`src/rtl/ucnt_pkg.sv`:
```
package ucnt_pkg;

  typedef enum logic [1:0] {
    STEP_HOLD = 2'd0,
    STEP_LOAD = 2'd1,
    STEP_INC  = 2'd2,
    STEP_DEC  = 2'd3
  } step_e;

  // Pick the action for the next edge; load outranks counting.
  function automatic step_e pick_step(input logic load_n,
                                      input logic enp_n,
                                      input logic ent_n,
                                      input logic up_dn);
    step_e s;
    if (!load_n)               s = STEP_LOAD;
    else if (enp_n || ent_n)   s = STEP_HOLD;
    else if (up_dn)            s = STEP_INC;
    else                       s = STEP_DEC;
    return s;
  endfunction

endpackage

```
`src/rtl/ucnt_term_decode.sv`:
```
module ucnt_term_decode #(
  parameter int W = 4
) (
  input  logic [W-1:0] cnt,
  input  logic         ent_n,
  input  logic         up_dn,
  output logic         tc_n
);
  logic at_top;
  logic at_bottom;
  logic at_term;

  always_comb begin
    at_top    = &cnt;
    at_bottom = ~|cnt;
    at_term   = up_dn ? at_top : at_bottom;
    tc_n      = ~(at_term & ~ent_n);
  end
endmodule

```
`src/rtl/ucnt_slice.sv`:
```
module ucnt_slice
  import ucnt_pkg::*;
#(
  parameter int W = 4
) (
  input  logic         clk,
  input  logic         rst_n,
  input  logic         load_n,
  input  logic         enp_n,
  input  logic         ent_n,
  input  logic         up_dn,
  input  logic [W-1:0] din,
  output logic [W-1:0] cnt,
  output logic         tc_n
);
  localparam logic [W-1:0] ONE = W'(1);

  step_e        step;
  logic [W-1:0] cnt_nxt;
  logic         cnt_en;
  logic [W-1:0] cnt_q;

  // Next-state process
  always_comb begin
    step    = pick_step(load_n, enp_n, ent_n, up_dn);
    cnt_en  = (step != STEP_HOLD);
    unique case (step)
      STEP_LOAD: cnt_nxt = din;
      STEP_INC:  cnt_nxt = cnt_q + ONE;
      STEP_DEC:  cnt_nxt = cnt_q - ONE;
      default:   cnt_nxt = cnt_q;
    endcase
  end

  // Register process with explicit clock enable
  always_ff @(posedge clk or negedge rst_n) begin
    if (!rst_n) begin
      cnt_q <= '0;
    end else if (cnt_en) begin
      cnt_q <= cnt_nxt;
    end
  end

  assign cnt = cnt_q;

  ucnt_term_decode #(.W(W)) u_term (
    .cnt   (cnt_q),
    .ent_n (ent_n),
    .up_dn (up_dn),
    .tc_n  (tc_n)
  );
endmodule

```
`src/rtl/updn_cascade.sv`:
```
module updn_cascade #(
  parameter int STAGES  = 2,
  parameter int STAGE_W = 4
) (
  input  logic                        clk,
  input  logic                        rst_n,
  input  logic                        load_n,
  input  logic                        enp_n,
  input  logic                        ent_n,
  input  logic                        up_dn,
  input  logic [STAGES*STAGE_W-1:0]   d,
  output logic [STAGES*STAGE_W-1:0]   q,
  output logic                        rco_n
);
  localparam int W = STAGES * STAGE_W;

  // carry_n[i] is the carry-in enable of slice i
  logic [STAGES:0] carry_n;

  assign carry_n[0] = ent_n;

  for (genvar i = 0; i < STAGES; i++) begin : g_slice
    ucnt_slice #(.W(STAGE_W)) u_slice (
      .clk    (clk),
      .rst_n  (rst_n),
      .load_n (load_n),
      .enp_n  (enp_n),
      .ent_n  (carry_n[i]),
      .up_dn  (up_dn),
      .din    (d[i*STAGE_W +: STAGE_W]),
      .cnt    (q[i*STAGE_W +: STAGE_W]),
      .tc_n   (carry_n[i+1])
    );
  end

  assign rco_n = carry_n[STAGES];
endmodule

```
`config.mk`:
```
export PLATFORM = sky130hd
export DESIGN_NAME = updn_cascade
export DESIGN_NICKNAME = d
export VERILOG_FILES = /design/src/rtl/ucnt_pkg.sv /design/src/rtl/ucnt_term_decode.sv /design/src/rtl/ucnt_slice.sv /design/src/rtl/updn_cascade.sv
export SDC_FILE = /design/constraint.sdc
export NUM_CORES = 1
export LEC_CHECK = 0
export ABC_AREA = 1
export BUFFER_PORTS_ARGS = -buffer_cell sky130_fd_sc_hd__buf_2
export CORE_MARGIN = 1
export CORE_UTILIZATION = 51
export DETAILED_ROUTE_END_ITERATION = 8
export PLACE_DENSITY = 0.81
export SLEW_MARGIN = 25
export SYNTH_ARGS = -nofsm -noshare
export SYNTH_HDL_FRONTEND = slang
export SYNTH_SLANG_ARGS = --single-unit
```
`constraint.sdc`:
```
create_clock -name clk -period 2.6 [get_ports clk]
set_input_delay 0.52 -clock clk [delete_from_list [all_inputs] [get_ports clk]]
set_output_delay 0.52 -clock clk [all_outputs]
set_load 0.02 [all_outputs]
```
==> results of run 1 <==
## how the worst min path moves through the flow
stage | startpoint | slack (ns) | to
detailed placement | rst_n | 0.36 | g_slice[1].u_slice.cnt[0]$_DFFE_PN0P_
CTS | rst_n | 0.1 | g_slice[0].u_slice.cnt[3]$_DFFE_PN0P_
global route | rst_n | 0.11 | g_slice[1].u_slice.cnt[0]$_DFFE_PN0P_
finish | rst_n | 0.1 | g_slice[1].u_slice.cnt[0]$_DFFE_PN0P_
global placement | rst_n | 0.36 | g_slice[1].u_slice.cnt[0]$_DFFE_PN0P_
floorplan | rst_n | 0.22 | g_slice[0].u_slice.cnt[0]$_DFFE_PN0P_
## cells by family after synthesis
logic type | share of synthesized area (%)
AO/OA/AOI/OAI | 9.19
XOR/XNOR | 3.94
adder cells (fa/ha/maj) | 8.63
buffers and inverters | 6.75
flip-flops | 30.0
AND/OR/NAND/NOR | 41.5
## per-stage QoR
step,setup WS [ns],util (%),hold slack (ns),power [mW],instances
2_1_floorplan,0.824,-,0.224,0.261,91
3_3_place_gp,0.612,68.7,0.363,0.307,127
3_5_place_dp,0.566,68.7,0.364,0.311,127
4_1_cts,0.750,70.7,0.0956,0.404,130
5_1_grt,0.639,70.7,0.108,0.425,130
6_report,0.763,70.7,0.0999,0.398,130
## final cells by class
type	count	area, um2
Clock buffer	3	22.5
Tap cell	14	17.5
Timing Repair Buffer	22	110
Inverter	12	45.0
Fill cell	100	339
Multi-Input combinational cell	71	422
Sequential cell	8	200
## cells in the mapped netlist
master | instances | area, um2
nand3_2 | 1 | 10.0
a21oi_1 | 2 | 10.0
o211ai_1 | 1 | 7.51
xnor2_1 | 1 | 8.76
inv_1 | 10 | 37.5
nor2_1 | 5 | 18.8
nor2_2 | 1 | 6.26
ha_1 | 3 | 37.5
nor2_4 | 1 | 11.3
fa_1 | 1 | 20.0
nand3_4 | 1 | 17.5
nand2_1 | 28 | 105
inv_2 | 1 | 3.75
nand3_1 | 9 | 45.0
nand4_1 | 1 | 6.26
o21ai_1 | 1 | 5.00
dfrtp_1 | 8 | 200
o221ai_1 | 2 | 17.5
xor2_1 | 2 | 17.5
a22oi_1 | 2 | 15.0
o22ai_1 | 1 | 6.26
nand2_2 | 6 | 37.5
clkinv_1 | 1 | 3.75
nand3b_1 | 1 | 7.51
nand2_4 | 1 | 11.3
## cell usage in the layout, fill, tap and decap left out
cell | synthesis | routed
o21ai_1 | 1 | 1
o22ai_1 | 1 | 1
clkbuf_4 | 0 | 3
nand2_4 | 1 | 1
buf_2 | 0 | 22
nor2_4 | 1 | 1
nand2_1 | 28 | 28
nand3_4 | 1 | 1
xnor2_1 | 1 | 1
dfrtp_1 | 8 | 8
nor2_1 | 5 | 5
ha_1 | 3 | 3
nand3b_1 | 1 | 1
nand3_1 | 9 | 9
a21oi_1 | 2 | 2
nand4_1 | 1 | 1
o211ai_1 | 1 | 1
clkinv_1 | 1 | 1
fa_1 | 1 | 1
nor2_2 | 1 | 1
nand3_2 | 1 | 1
xor2_1 | 2 | 2
o221ai_1 | 2 | 2
nand2_2 | 6 | 6
inv_1 | 10 | 10
inv_2 | 1 | 1
a22oi_1 | 2 | 2
## layer usage
layer | wire length, um | global-route usage [%]
met5 | 0 | 0
met4 | 21 | 10.7
met3 | 53 | 0
met2 | 626 | 31.8
met1 | 677 | 31.2
## worst register-to-register path: stages, from the launching register on
cell	delay, ns
dfrtp_1	0.45
nor2_1	0.15
nand3_2	0.10
nand2_4	0.11
nand2_2	0.07
nand2_1	0.06
nand2_1	0.05
ha_1	0.18
nand3_1	0.11
nand2_1	0.06
nand2_1	0.05
nand2_1	0.05
nand2_1	0.06
nand2_1	0.06
## power by group
part	leakage, nW	switching, mW	total, mW	internal (mW)
Clock	0.0138	0.0364	0.0889	0.0524
Sequential	0.0952	0.0212	0.162	0.141
Combinational	0.320	0.0915	0.148	0.0561
==> summary.txt, run 1 <==
Status
  – Outcome: finished clean

Floorplanning
  – Die area: 0.00146 mm2
  – Die Ht: 38.2 um
  – # IOs: 23
  – Die width: 38.2 um
  – Initial Utilization: 57.7%
  – Core region area: 0.00116 mm2
  – Row count: 12

Clocking
  – Post-CTS Setup Bufs: 0
  – H-tree lvl count: 1
  – PostCTS Resize Cnt: 0
  – Worst-path clk slew: 0.05 ns
  – Hold Buf Count CTS: 0
  – Root Buffer: clkbuf_4
  – Clock Latency Late Sink: 0.25 ns
  – Max Root-Sink Buffers: 2
  – CTS Buf Count: 3
  – TritonCTS clock tree: yes
  – Clock sink total: 8

Worst setup path
  – Crit. path cell count: 5
  – Critical path class: reg2out
  – CP Max Fanout: 5
  – Slowest cell on crit path: dfrtp_1
  – CP Capture Point: rco_n
  – Reg2reg end: g_slice[1].u_slice.cnt[2]$_DFFE_PN0P_
  – Worst Reg-to-Reg Cells: 13
  – Crit path from: g_slice[1].u_slice.cnt[1]$_DFFE_PN0P_
  – FF-to-FF Start: g_slice[0].u_slice.cnt[0]$_DFFE_PN0P_
  – CP startpoint kind: register
  – Crit path max-delay family: flip-flops
  – CP required: ~2.1 ns
  – R2R Setup Slk: 0.92 ns
  – Worst path arrival time: approximately 1.3 ns
  – Worst Path Buf+Inv: 2
  – CP max stage delay: 0.42 ns
  – Critical path capture point type: output port
  – Crit path cell chain: inv_1, nand3_1, o22ai_1, nand3b_1, buf_2

Routing
  – # DRC: 0
  – First-pass detailed-route iteration total: 4
  – Initial DRC Count: 23
  – Drt total wl: 1380 um
  – Vias: 672
  – Vias/cell: 5.17
  – Mean routed wirelength per cell: about 11 um
  – DRT antenna net count: 0

Layout
  – Synth-to-layout area growth: 22.5%
  – Share of post-route cells with drive strength above 1: 31.9%
  – Antenna cells: 0
  – Finished Cell Area: between 800 and 900 um2
  – # nets final: 136
  – Max FFs per register: 8

Logic synthesis
  – Mapped Cells: 91
  – Ys Warns: 0
  – Yosys reg bits: 8
  – Mean area per synthesized cell: 7.33 um2
  – Synthesized cell area: 667 um2
  – Seq/Total Area, Yosys: 30.0%
  – Synth cell types: 25
  – Syn nets: 109

Pwr
  – PwrDens: 488 mW/mm2
  – Worst VDD drop: between 300 and 400 uV
  – Leakage: roughly 0.43 nW

GRT
  – Overflow after GRT: 0
  – Antenna violations before repair: 0
  – GRT Total Usage: 21.1%
  – Vias in the first global route: 507
  – Global-route wire length before repair: 2120 um
  – Largest net degree at the start of global routing: 11

STA
  – Slew @ Worst Pin: between 0.3 and 0.4 ns
  – Period utilization: between 70% and 80%
  – Fin. max-slew vios: 0
  – TNS Setup: 0 ns
  – Final Setup Violations: 0
  – Min Tclk post-route: 1.84 ns
  – Clock Skews: 0.000519 ns
  – Final Hold Fails: 0
  – Fmax: around 0.54 GHz
  – RSZ-0062 raised after global routing: no
  – Slew headroom: between 70% and 80%

Min path
  – HP Class: in2async

Placed design
  – GPL Wtd Cong: ~0.9
  – Dpl hpwl: 1170 um
  – Post-DP Area: 795 um2
  – Port Buf Inserts: 22

Run
  – MaxCap Viol Count: 0
(Power assumes the default switching activity.)
==> run 2: changes to the inputs <==
CORE_UTILIZATION = 48   (was 51)
PLACE_DENSITY = 0.77   (was 0.81)
clock period = 1.7 ns   (was 2.6 ns; I/O delays follow)
==> run 2 against run 1 <==
Cell count rose by 12%; critical path depth did not move; count of clock-buffer cells in the layout unchanged; setup slack got worse by 0.72 ns; sequential cell count is the same; power rose by 71%; utilization is 2.7 points higher.
==> summary.txt, run 2 (synthesized netlist as in run 1, its figures left out) <==
STA
  – Final Setup Violations: 0 (unchanged)
  – Clock Skews: 0.00354 ns (+0.00302 ns)
  – Period utilization: 97.5%
  – Fmax: 0.603 GHz
  – Slew @ Worst Pin: 0.347 ns (+0.00239 ns)
  – Min Tclk post-route: roughly 1.7 ns
  – RSZ-0062 raised after global routing: yes
  – Final Hold Fails: 0 (unchanged)
  – Slew headroom: 76.9% (-0.16 points)
  – Fin. max-slew vios: 0 (unchanged)

Layout
  – Finished Layout Cells: 145 (+12%)
  – # nets final: 150 (+10%)
  – Most frequent cells in the layout: nand2_1 (28), buf_2 (21), buf_4 (13), inv_1 (8)
  – Max FFs per register: 8 (unchanged)
  – Core Util, Final: 73.4% (+2.7 points)
  – Synth-to-layout area growth: 43.2%
  – Antenna cells: 0 (unchanged)
  – Commonest non-fill, non-tap cell in the layout: nand2_1
  – Share of post-route cells with drive strength above 1: 44.6% (+13 points)
  – Finished Cell Area: 955 um2 (+17%)

Worst setup path
  – Critical path capture point type: output port
  – Crit path cell chain: nor2_1, nand3_2, nand2_4, nand3b_1, buf_6
  – Slowest cell on crit path: dfrtp_1
  – CP Max Fanout: 5 (unchanged)
  – Worst path arrival time: 1.32 ns (about the same)
  – CP required: 1.36 ns (-0.72 ns)
  – CP max stage delay: 0.41 ns (about the same)
  – CP startpoint kind: register
  – Crit path max-delay family: simple AND/OR/NAND/NOR gates
  – Worst Path Buf+Inv: 1 (-1)
  – Critical path class: reg2out

Pwr
  – Worst VDD drop: 534 uV (+63%)
  – Leakage: 0.498 nW (+16%)
  – PwrDens: 713 mW/mm2 (+46%)

Routing
  – Met1 WL: 787 um (+16%)
  – DRT antenna net count: 0 (unchanged)
  – Drt total wl: 1740 um (+26%)
  – Mean routed wirelength per cell: 12.0 um (+13%)
  – Vias: 750 (+12%)
  – First-pass detailed-route iteration total: 4 (unchanged)
  – Vias/cell: 5.17 (about the same)
  – DR WL met3: 81 um (+53%)
  – # DRC: 0 (unchanged)
  – Routed wl met2: 834 um (+33%)
  – Highest routed layer: met4
  – Initial DRC Count: 23 (unchanged)

Clocking
  – Clock sink total: 8 (unchanged)
  – Root Buffer: clkbuf_4
  – TritonCTS clock tree: yes
  – Max Root-Sink Buffers: 2 (unchanged)
  – Clock Latency Late Sink: 0.26 ns (about the same)
  – H-tree lvl count: 1 (unchanged)
  – CTS Buf Count: 3 (unchanged)
  – Worst-path clk slew: 0.06 ns (about the same)

Floorplanning
  – # IOs: 23 (unchanged)
  – Core region area: 0.00130 mm2 (+13%)
  – Row count: 13 (+1)
  – Die area: 0.00154 mm2 (+5.9%)
  – Die width: 39.3 um (+2.9%)
  – Initial Utilization: 51.3% (-6.4 points)
  – Die Ht: 39.3 um (+2.9%)

GRT
  – Largest net degree at the start of global routing: 11 (unchanged)
  – GRT Total Usage: 25.9% (+4.8 points)
  – Overflow after GRT: 0 (unchanged)
  – Global-route wire length before repair: 2640 um (+25%)
  – Vias in the first global route: 643 (+27%)
  – Antenna violations before repair: 0 (unchanged)

Placed design
  – Post-DP Area: 841 um2 (+5.8%)
  – Dpl hpwl: 1310 um (+12%)
  – Port Buf Inserts: 22 (unchanged)
  – Inst Count DP: 134 (+5.5%)
  – GPL Wtd Cong: 0.778 (-15%)

Run
  – MaxCap Viol Count: 0 (unchanged)

Min path
  – HP Class: in2reg

Status
  – Outcome: finished clean
run 2: cell count changes in the layout (fill, tap and decap cells not counted), sizes merged:
cell,delta
dlygate4sd3,+1
buf,+13
run 2: final cells by class:
cell class | instances | area, um2
Timing Repair Buffer | 36 | 224
Inverter | 12 | 45.0
Fill cell | 97 | 347
Sequential cell | 8 | 201
Multi-Input combinational cell | 71 | 443
Tap cell | 15 | 18.8
Clock buffer | 3 | 22.5
run 2: per-layer routing:
layer / vias to the layer above / global-route usage, %
li1: 378 / -
met1: 345 / 34.0
met2: 22 / 41.3
met3: 5 / 3.41
met4: 0 / 12.9
met5: - / 0
run 2: final timing paths:
kind,startpoint,slack [ns],depth (start not counted),endpoint
min,d[4],0.30,3,g_slice[1].u_slice.cnt[0]$_DFFE_PN0P_
max in group asynchronous,rst_n,1.06,2,g_slice[0].u_slice.cnt[3]$_DFFE_PN0P_
max,g_slice[0].u_slice.cnt[0]$_DFFE_PN0P_,0.04,5,rco_n
min in group asynchronous,rst_n,0.45,2,g_slice[1].u_slice.cnt[3]$_DFFE_PN0P_
min reg2reg,g_slice[1].u_slice.cnt[3]$_DFFE_PN0P_,0.56,2,g_slice[1].u_slice.cnt[3]$_DFFE_PN0P_
max reg2reg,g_slice[0].u_slice.cnt[0]$_DFFE_PN0P_,0.12,13,g_slice[1].u_slice.cnt[2]$_DFFE_PN0P_
run 2: tightest hold or removal path, stage by stage:
cell and delay, ns:
buf_2 0.08, nand2_1 0.04, nand3_1 0.07
run 2: repair_timing:
| item | 4_1_cts | 5_1_grt |
|---|---|---|
| resized for setup | 0 | 10 |
| buffers inserted | 0 | 7 |
| hold buffers | 1 | 0 |
| setup endpoints to repair | 0 | 2 |
| hold endpoints to repair | 8 | 0 |
run 2: metrics by stage:
stage | hold slack, ns | setup WS, ns | TNS (ns) | total power [mW]
CTS | 0.299 | 0.00808 | 0 | 0.642
floorplan | 0.0444 | 0.0629 | 0 | 0.400
detailed placement | 0.199 | -0.0374 | -0.0450 | 0.490
global route | 0.310 | -0.00754 | -0.00754 | 0.728
finish | 0.299 | 0.0427 | 0 | 0.680
global placement | 0.197 | 0.0165 | 0 | 0.481
run 2: power breakdown:
part           switching, mW  total, mW  internal [mW]
registers             0.0259      0.241          0.216
clock network         0.0695      0.151         0.0811
logic                  0.165      0.288          0.123
total                  0.261      0.680          0.420
==> run 3: changes to the inputs <==
ABC_AREA = default   (was 1)
CORE_UTILIZATION = 47   (was 48)
PLACE_DENSITY = 0.76   (was 0.77)
==> run 3 against run 2 <==
The run now ends with setup timing left; first-iteration DRC count up 30%; die area down 2.2%; power is 4.6% higher; combinational power up 11%; register-to-register slack lost 0.64 ns; synthesized cell count shrank 19%; cell count fell by 10%; utilization increased by 18 points; maximum frequency fell by 26%; global-route usage increased by 4.9 points; setup slack got worse by 0.57 ns; area after synthesis is 4.3% lower; critical endpoint unchanged; largest power group unchanged; highest routed layer unchanged.
==> summary.txt, run 3 <==
Status
  – Outcome: finished, violations left
  – Failing checks: setup timing

Clocking
  – Clock sink total: 8 (unchanged)
  – Worst-path clk slew: 0.06 ns (about the same)
  – Clock Latency Late Sink: 0.26 ns (about the same)
  – TritonCTS clock tree: yes
  – Max Root-Sink Buffers: 2 (unchanged)
  – H-tree lvl count: 1 (unchanged)
  – CTS Buf Count: 3 (unchanged)
  – Root Buffer: clkbuf_4

Routing
  – Initial DRC Count: 30 (+30%)
  – DRT antenna net count: 0 (unchanged)
  – First-pass detailed-route iteration total: 4 (unchanged)
  – Mean routed wirelength per cell: 19.2 um (+61%)
  – Vias/cell: 6.13 (+19%)
  – # DRC: 0 (unchanged)
  – Vias: 797 (+6.3%)
  – Drt total wl: 2500 um (+44%)

STA
  – Fmax: 0.449 GHz (-26%)
  – Final Setup Violations: 8 (+8)
  – Slew headroom: 78.1% (+1.2 points)
  – Slew @ Worst Pin: 0.327 ns (-0.0196 ns)
  – Fin. max-slew vios: 0 (unchanged)
  – Final Hold Fails: 0 (unchanged)
  – RSZ-0062 raised after global routing: yes
  – Clock Skews: 0.00331 ns (-0.000227 ns)
  – Min Tclk post-route: 2.23 ns (+0.569 ns)
  – Final worst slack: -0.526 ns (-0.569 ns)
  – Period utilization: 131% (+33 points)
  – TNS Setup: -2.67 ns (-2.67 ns)

Worst setup path
  – CP max stage delay: 0.41 ns (about the same)
  – Crit path cell chain: nor4_4, mux2i_4, buf_4, buf_6, or3_4, buf_6
  – Worst path arrival time: 1.89 ns (+0.57 ns)
  – Critical path capture point type: output port
  – Worst Path Buf+Inv: 3 (+2)
  – CP startpoint kind: register
  – CP Max Fanout: 3 (-2)
  – Critical path class: reg2out
  – CP required: 1.36 ns (about the same)
  – Crit path max-delay family: simple AND/OR/NAND/NOR gates
  – Most used cell, CP: buf_6
  – Slowest cell on crit path: dfrtp_1

Floorplanning
  – Core region area: 0.00119 mm2 (-8.8%)
  – Die width: 38.8 um (-1.1%)
  – Die area: 0.00151 mm2 (-2.2%)
  – Die Ht: 38.8 um (-1.1%)
  – # IOs: 23 (unchanged)
  – Initial Utilization: 53.8% (+2.5 points)
  – Row count: 12 (-1)

Placed design
  – Dpl hpwl: 1370 um (+4.3%)
  – Inst Count DP: 124 (-7.5%)
  – GPL Wtd Cong: 0.801 (+2.9%)
  – Port Buf Inserts: 22 (unchanged)

Logic synthesis
  – Synth cell types: 31 (+24%)
  – EDFF count, synth: 0 (unchanged)
  – Seq/Total Area, Yosys: 31.4% (+1.4 points)
  – Synthesized cell area: 638 um2 (-4.3%)
  – Ys Warns: 0 (unchanged)
  – Area share of the largest cell type after synthesis: 31.4% (+1.4 points)
  – Asr flop ratio synth: 100% (unchanged)
  – Syn nets: 92 (-16%)
  – Synth top area cells: dfrtp_1 (31%), nor2_1 (6.5%), ha_1 (5.9%)
  – Most common cell in the netlist: nor2_1
  – Mapped Cells: 74 (-19%)
  – Top FF cell, synth: dfrtp_1
  – Commonest cells in the netlist: nor2_1 (11), dfrtp_1 (8), a21oi_1 (6)
  – Largest area contributor in the netlist: dfrtp_1
  – Yosys reg bits: 8 (unchanged)
  – Mean area per synthesized cell: 8.62 um2 (+18%)

Run
  – MaxCap Viol Count: 0 (unchanged)

Layout
  – Synth-to-layout area growth: 69.4%
  – Most frequent cells in the layout: buf_2 (19), buf_4 (16), nor2_1 (10), dfrtp_1 (8), buf_6 (7)
  – # nets final: 136 (-9.3%)
  – Share of post-route cells with drive strength above 1: 54.3% (+9.7 points)
  – Max FFs per register: 8 (unchanged)
  – Finished Layout Cells: 130 (-10%)
  – Antenna cells: 0 (unchanged)
  – Commonest non-fill, non-tap cell in the layout: buf_2

GRT
  – Largest net degree at the start of global routing: 17 (+6)
  – Overflow after GRT: 0 (unchanged)
  – Global-route wire length before repair: 3080 um (+16%)
  – Antenna violations before repair: 0 (unchanged)
  – Vias in the first global route: 707 (+10%)
  – GRT Total Usage: 30.8% (+4.9 points)

Pwr
  – Worst VDD drop: 447 uV (-16%)
  – Leakage: 0.481 nW (-3.4%)
  – PwrDens: 658 mW/mm2 (-7.6%)

Min path
  – HP Class: in2reg
==> run 3: cell types whose count changed after synthesis, sizes merged, moves of 4 or more <==
cell   before  now
inv        11    4
nand3      11    0
a21oi       2    6
nand2      35    4
nor2        7   11
==> run 3: cells by family (layout without fill, tap and decap cells) <==
kind of cell | after synthesis | after routing | synth area share [%]
adders and majority gates | 4 | 4 | 9.02
xor gates and xnor gates | 6 | 6 | 8.24
AOI/OAI and AO/OA | 17 | 17 | 17.6
and+or+nand+nor | 28 | 28 | 22.7
buffers and inverters | 8 | 50 | 6.27
DFF | 8 | 8 | 31.4
muxes | 3 | 3 | 4.71
==> run 3: path summary, 6_finish.rpt <==
path                                                        from                                    end  slack, ns  depth (start not counted)
hold / removal                                              d[5]  g_slice[1].u_slice.cnt[1]$_DFFE_PN0P_       0.33                          3
max in group asynchronous                                  rst_n  g_slice[0].u_slice.cnt[1]$_DFFE_PN0P_       1.07                          2
setup reg to reg           g_slice[0].u_slice.cnt[1]$_DFFE_PN0P_  g_slice[1].u_slice.cnt[2]$_DFFE_PN0P_      -0.52                          9
hold reg to reg            g_slice[1].u_slice.cnt[2]$_DFFE_PN0P_  g_slice[1].u_slice.cnt[2]$_DFFE_PN0P_       0.69                          2
min in group asynchronous                                  rst_n  g_slice[1].u_slice.cnt[0]$_DFFE_PN0P_       0.45                          2
setup / recovery           g_slice[0].u_slice.cnt[1]$_DFFE_PN0P_                                  rco_n      -0.53                          6
==> run 3: tightest hold or removal path: cells and delay by family <==
kind | cells | cell delay [ns]
AO/OA/AOI/OAI | 1 | 0.10
AND/OR/NAND/NOR | 1 | 0.03
buffers and inverters | 1 | 0.08
==> run 3: area by class of cell <==
| type | instances | area, um2 |
|---|---|---|
| inverters | 4 | 17.5 |
| multi-input cells | 58 | 519 |
| clock buffers | 3 | 22.5 |
| flip-flops and latches | 8 | 200 |
| well taps | 14 | 17.5 |
| repair buffers | 43 | 304 |
| fillers | 48 | 105 |
==> run 3: metal layers <==
metal  part of all wire, %  global-route usage (%)  up-vias
li1                      -                       -      351
met1                    39                    36.9      377
met2                    50                    53.3       56
met3                   6.6                    5.20       13
met4                   4.6                    12.9        0
met5                     0                       0        -
==> run 3: stage by stage <==
step                utilization (%)  hold slack, ns  setup WS [ns]  power, mW  instance area, um2
floorplan                         -          0.0444         -0.728      0.385                 686
global placement               77.0           0.196         -0.773      0.490                 913
detailed placement             77.0           0.195         -0.841      0.499                 913
CTS                            84.9           0.329         -0.498      0.673                1010
global route                   91.1           0.333         -0.597      0.746                1080
finish                         91.1           0.325         -0.526      0.712                1080
==> run 3: power by group <==
| group | total [mW] | switching (mW) | internal, mW |
|---|---|---|---|
| Clock | 0.154 | 0.0727 | 0.0814 |
| Sequential | 0.238 | 0.0271 | 0.211 |
| Combinational | 0.319 | 0.168 | 0.151 |
==> run 3: what timing repair did <==
item	CTS	global route
hold buffers	1	0
setup endpoints to repair	8	8
pin swaps	9	4
hold endpoints to repair	8	0
gates resized for setup	11	11
buffers inserted	0	2
gates cloned	0	0
